File: src/rtl/adcser_pkg.sv
package adcser_pkg;

    // Conversion frame phases, advanced on the falling edge of sclk
    typedef enum logic [1:0] {
        ST_SAMPLE = 2'd0,   // bit 1 presented, sample captured at its close
        ST_LEAD   = 2'd1,   // remaining leading zero bits
        ST_DATA   = 2'd2,   // sample bits, MSB first
        ST_GAP    = 2'd3    // dead clock(s) between frames
    } ser_state_e;

endpackage

File: src/rtl/adcser_fsm.sv
module adcser_fsm
    import adcser_pkg::*;
#(
    parameter int DATA_W     = 12,
    parameter int LEAD_ZEROS = 4,
    parameter int GAP_CLKS   = 1
) (
    input  logic       sclk,
    input  logic       abort,
    output ser_state_e state_q,
    output ser_state_e state_nxt,
    output logic       load
);

    localparam int FRAME_BITS = LEAD_ZEROS + DATA_W;
    localparam int CNT_MAX    = (FRAME_BITS > GAP_CLKS) ? FRAME_BITS : GAP_CLKS;
    localparam int CNT_W      = $clog2(CNT_MAX + 1);
    localparam logic [CNT_W-1:0] CNT_ONE   = CNT_W'(1);
    localparam logic [CNT_W-1:0] CNT_LEAD  = CNT_W'(LEAD_ZEROS);
    localparam logic [CNT_W-1:0] CNT_FRAME = CNT_W'(FRAME_BITS);
    localparam logic [CNT_W-1:0] CNT_GAP   = CNT_W'(GAP_CLKS);

    // cnt holds the 1-based bit position on dout, or the dead-clock index in ST_GAP
    logic [CNT_W-1:0] cnt_q;
    logic [CNT_W-1:0] cnt_nxt;

    always_comb begin
        state_nxt = state_q;
        cnt_nxt   = cnt_q;
        unique case (state_q)
            ST_SAMPLE: begin
                cnt_nxt   = cnt_q + CNT_ONE;
                state_nxt = (LEAD_ZEROS >= 2) ? ST_LEAD : ST_DATA;
            end
            ST_LEAD: begin
                cnt_nxt = cnt_q + CNT_ONE;
                if (cnt_q == CNT_LEAD) begin
                    state_nxt = ST_DATA;
                end
            end
            ST_DATA: begin
                if (cnt_q == CNT_FRAME) begin
                    state_nxt = ST_GAP;
                    cnt_nxt   = CNT_ONE;
                end else begin
                    cnt_nxt = cnt_q + CNT_ONE;
                end
            end
            ST_GAP: begin
                if (cnt_q == CNT_GAP) begin
                    state_nxt = ST_SAMPLE;
                    cnt_nxt   = CNT_ONE;
                end else begin
                    cnt_nxt = cnt_q + CNT_ONE;
                end
            end
            default: begin
                state_nxt = ST_SAMPLE;
                cnt_nxt   = CNT_ONE;
            end
        endcase
    end

    always_ff @(negedge sclk or posedge abort) begin
        if (abort) begin
            state_q <= ST_SAMPLE;
            cnt_q   <= CNT_ONE;
        end else begin
            state_q <= state_nxt;
            cnt_q   <= cnt_nxt;
        end
    end

    // Capture happens on the edge that closes the bit-1 clock
    assign load = (state_q == ST_SAMPLE);

endmodule

File: src/rtl/adcser_shift.sv
module adcser_shift #(
    parameter int DATA_W = 12
) (
    input  logic              sclk,
    input  logic              abort,
    input  logic              load,
    input  logic              drive_data,
    input  logic [DATA_W-1:0] sample_i,
    output logic              dout
);

    logic [DATA_W-1:0] shreg_q;
    logic [DATA_W-1:0] src;

    // A freshly loaded word and a word already held take the same path
    assign src = load ? sample_i : shreg_q;

    always_ff @(negedge sclk or posedge abort) begin
        if (abort) begin
            shreg_q <= '0;
            dout    <= 1'b0;
        end else if (drive_data) begin
            dout    <= src[DATA_W-1];
            shreg_q <= {src[DATA_W-2:0], 1'b0};
        end else begin
            dout    <= 1'b0;
            shreg_q <= src;
        end
    end

endmodule

File: src/rtl/adcser_port.sv
module adcser_port
    import adcser_pkg::*;
#(
    parameter int DATA_W     = 12,
    parameter int LEAD_ZEROS = 4,
    parameter int GAP_CLKS   = 1
) (
    input  logic              sclk,
    input  logic              cs_n,
    input  logic              shdn,
    input  logic [DATA_W-1:0] sample_i,
    output logic              dout,
    output logic              dout_oe,
    output logic              status,
    output logic              hold_o
);

    logic       abort;
    ser_state_e state_q;
    ser_state_e state_nxt;
    logic       load;
    logic       drive_data;

    // Deselect and shutdown both clear the block without a clock
    assign abort = cs_n | shdn;

    adcser_fsm #(
        .DATA_W     (DATA_W),
        .LEAD_ZEROS (LEAD_ZEROS),
        .GAP_CLKS   (GAP_CLKS)
    ) u_fsm (
        .sclk      (sclk),
        .abort     (abort),
        .state_q   (state_q),
        .state_nxt (state_nxt),
        .load      (load)
    );

    assign drive_data = (state_nxt == ST_DATA);

    adcser_shift #(
        .DATA_W (DATA_W)
    ) u_shift (
        .sclk       (sclk),
        .abort      (abort),
        .load       (load),
        .drive_data (drive_data),
        .sample_i   (sample_i),
        .dout       (dout)
    );

    always_comb begin
        dout_oe = !abort;
        status  = !abort && (state_q != ST_GAP);
        hold_o  = !abort && (state_q == ST_SAMPLE);
    end

endmodule

File: config.mk
export PLATFORM = sky130hd
export DESIGN_NAME = adcser_port
export DESIGN_NICKNAME = d
export VERILOG_FILES = /design/src/rtl/adcser_pkg.sv /design/src/rtl/adcser_fsm.sv /design/src/rtl/adcser_shift.sv /design/src/rtl/adcser_port.sv
export SDC_FILE = /design/constraint.sdc
export NUM_CORES = 1
export LEC_CHECK = 0
export BUFFER_PORTS_ARGS = -buffer_cell sky130_fd_sc_hd__buf_2
export CORE_MARGIN = 1.5
export CORE_UTILIZATION = 28
export CTS_CLUSTER_SIZE = 30
export DETAILED_ROUTE_END_ITERATION = 10
export GPL_TIMING_DRIVEN = 0
export HOLD_SLACK_MARGIN = 0.05
export PLACE_DENSITY_LB_ADDON = 0.08
export SLEW_MARGIN = 20
export SYNTH_ARGS = -nofsm -noshare
export SYNTH_HDL_FRONTEND = slang
export SYNTH_SLANG_ARGS = --single-unit
File: constraint.sdc
create_clock -name sclk -period 3 [get_ports sclk]
set_input_delay 0 -clock sclk [delete_from_list [all_inputs] [get_ports sclk]]
set_output_delay 0 -clock sclk [all_outputs]
set_load 0.02 [all_outputs]
==> impl_metrics.env <==
export IMPL_core_area_mm2=0.00469
export IMPL_fin_skew_ns=0.0507
export IMPL_hold_path_cell_count=3
export IMPL_min_delay_start="cs_n"
export IMPL_cts_htree_levels=1
export IMPL_r2r_cells=6
export IMPL_first_pass_iters=4
export IMPL_dr_first_iter_drc_count=55
export IMPL_min_path_type="in2out"
export IMPL_root_buffer="clkbuf_8"
export IMPL_r2r_start="u_fsm.cnt_q[0]"
export IMPL_postSynthAreaPerCell_um2=9.04
export IMPL_postCtsHoldBufs=0
export IMPL_crit_slowest_cell="dfrtn_1"
export IMPL_critical_path_required_ns=3.00
export IMPL_routed_via_density=5.31
export IMPL_cts_tree="done"
export IMPL_totalPowerFinal_uw=493
export IMPL_grt_pass1_vias=1219
export IMPL_wire_per_inst_um=16.4
export IMPL_holdWs_ns=0.330
export IMPL_num_vias=1179
export IMPL_grt_total_usage_pct=15.0
export IMPL_arrival_ns=2.84
export IMPL_route_met3_wl_um=124
export IMPL_critPathMaxStageDelay_ns=0.32
export IMPL_rows=25
export IMPL_grt_start_max_net_pins=22
export IMPL_die_area_mm2=0.00523
export IMPL_ctsLongestPathBuffers=2
export IMPL_cts_buffers=3
export IMPL_finalMaxSlewViolations=0
export IMPL_r2r_slack_ns=0.87
export IMPL_worstPathCellList="clkbuf_4 -> nor4_2 -> buf_2"
export IMPL_critPathTopFamily="buffers and inverters"
export IMPL_cp_max_fo=27
export IMPL_final_nets=187
export IMPL_utilization_pct=33.2
export IMPL_slew_headroom_pct=57.6
export IMPL_status="finished, final reports clean"
export IMPL_ioPinCount=19
export IMPL_dp_hpwl_mm=2.48
export IMPL_place_ws_ns=-0.136
export IMPL_tightest_slew_ns=0.635
export IMPL_die_h_um=72.3
export IMPL_yosysSeqAreaShare_pct=37.3
export IMPL_async_flop_share_pct=100
export IMPL_grt_overflow_total=0
export IMPL_cp_start_kind="register"
export IMPL_synth_most_common_cell="dfrtn_1"
export IMPL_dp_cells=221
export IMPL_fin_ws_ns=0.159
export IMPL_critical_path_class="reg2out"
export IMPL_setup_violations=0
export IMPL_synth_top_area_share_pct=35.3
export IMPL_grt_antenna_before_repair=0
export IMPL_startpoint="u_fsm.state_q[0]"
export IMPL_synth_cells=149
export IMPL_leakagePower_nw=0.663
export IMPL_rr_endpoint="u_shift.shreg_q[4]"
export IMPL_layoutNonFillerInstCount=222
export IMPL_start_util_pct=28.7
export IMPL_die_x_um=72.3
export IMPL_peakVddDrop_mv=0.185
export IMPL_worst_path_buf_inv=2
export IMPL_area_growth_pct=15.7
export IMPL_met1_length_mm=1.66
export IMPL_drt_wl_total_mm=3.65
export IMPL_timing_hold_violations_final=0
export IMPL_cts_sink_count=20
export IMPL_drc=0
export IMPL_place_congestion=0.800
export IMPL_synth_area_mm2=0.00135
export IMPL_synth_ff_type="dfrtn_1"
export IMPL_rsz0062_at_grt="no"
export IMPL_hold_path_end="hold_o"
export IMPL_synth_top_area_cell="dfrtn_1"
export IMPL_clk_pin_slew_ns=0.05
export IMPL_synth_seq_cells=20
export IMPL_yosysWarningCount=0
export IMPL_critical_path_endpoint_type="output port"
export IMPL_synth_cell_type_count=39
export IMPL_clk_latency_ns=0.32
export IMPL_top_layer_used="met4"
export IMPL_synth_edf_count=0
export IMPL_ys_top_cells_by_area="dfrtn_1, o221ai_1, a21o_1"
export IMPL_drv_cap=0
export IMPL_n_antenna_cell=0
export IMPL_drive_above_1_share_pct=21.4
export IMPL_power_density_mw_per_mm2=316
export IMPL_portBuffers=18
export IMPL_met2_length_mm=1.83
export IMPL_syn_nets=167
export IMPL_ant_nets=0
export IMPL_grt_pass1_wl_mm=6.01
export IMPL_synth_commonest_cells="dfrtn_1, inv_1, o21ai_0"
-- cell type report --
class                   instances  area (µm²)
well taps                      54        67.6
fillers                       500        3130
clock buffers                   4        45.0
clock inverters                 1        3.75
inverters                      14        52.6
multi-input cells             100         739
plain buffers                  11        57.6
repair buffers                 18        90.1
flip-flops and latches         20         502
-- flip-flops by register name, summed over array words and instances, names as in the netlist --
| register | count |
|---|---|
| u_shift.shreg_q | 12 |
| u_shift.dout | 1 |
| u_fsm.cnt_q | 5 |
| u_fsm.state_q | 2 |
-- through the flow --
step	setup TNS, ns	area [µm²]
final	0	1560
after global routing	0	1560
after CTS	0	1560
after detailed placement	-0.208	1520
after global placement	-5.83	1510
after floorplan	0	1350
-- tightest hold or removal path, delay by kind of cell --
family / cells / cell delay (ns)
buf+inv: 2 / 0.29
simple gates: 1 / 0.04
-- logic make-up after synthesis --
kind of cell,share of synthesized area (%)
AO/OA/AOI/OAI,25.8
XOR/XNOR,1.30
adder cells (fa/ha/maj),2.79
buffers and inverters,9.20
flip-flops,37.3
multiplexers,0.836
AND/OR/NAND/NOR,22.8
-- layout by cell type, fill, tap and decap left out, drive strengths merged, types with 2 or more instances in the layout --
cell type   n
clkbuf      9
or4bb       2
nand2b     11
ha          3
nor2b       4
inv        15
nand3b      4
a21oi       4
o221ai     10
nor2        4
o21ai      13
nand3      12
dfrtn      19
xnor2       2
and4b       2
a21o       10
buf        24
a22oi       2
a21boi      2
-- where the power goes --
group	switching [mW]	internal (mW)
clock	0.103	0.0966
combinational	0.0131	0.00883
sequential	0.00000000000161	0.271
-- metal layers --
layer,global-route usage [%],vias to the layer above
li1,-,578
met1,18.9,573
met2,25.7,22
met3,3.61,6
met4,3.77,0
met5,0,-
-- how the worst max path moves through the flow --
stage                                    end  slack [ns]  cells after the start
after floorplan                       status        0.08                      4
after global placement    u_shift.shreg_q[2]       -0.30                      2
after detailed placement              status       -0.14                      5
after CTS                             status        0.05                      4
after global routing                  hold_o        0.05                      3
final                                 hold_o        0.16                      3
-- timing repair --
item / CTS / global route
endpoints found under the setup margin: 2 / 2
setup buffers: 0 / 0
gates resized for setup: 1 / 2
Power figures use the tool's default switching activity.
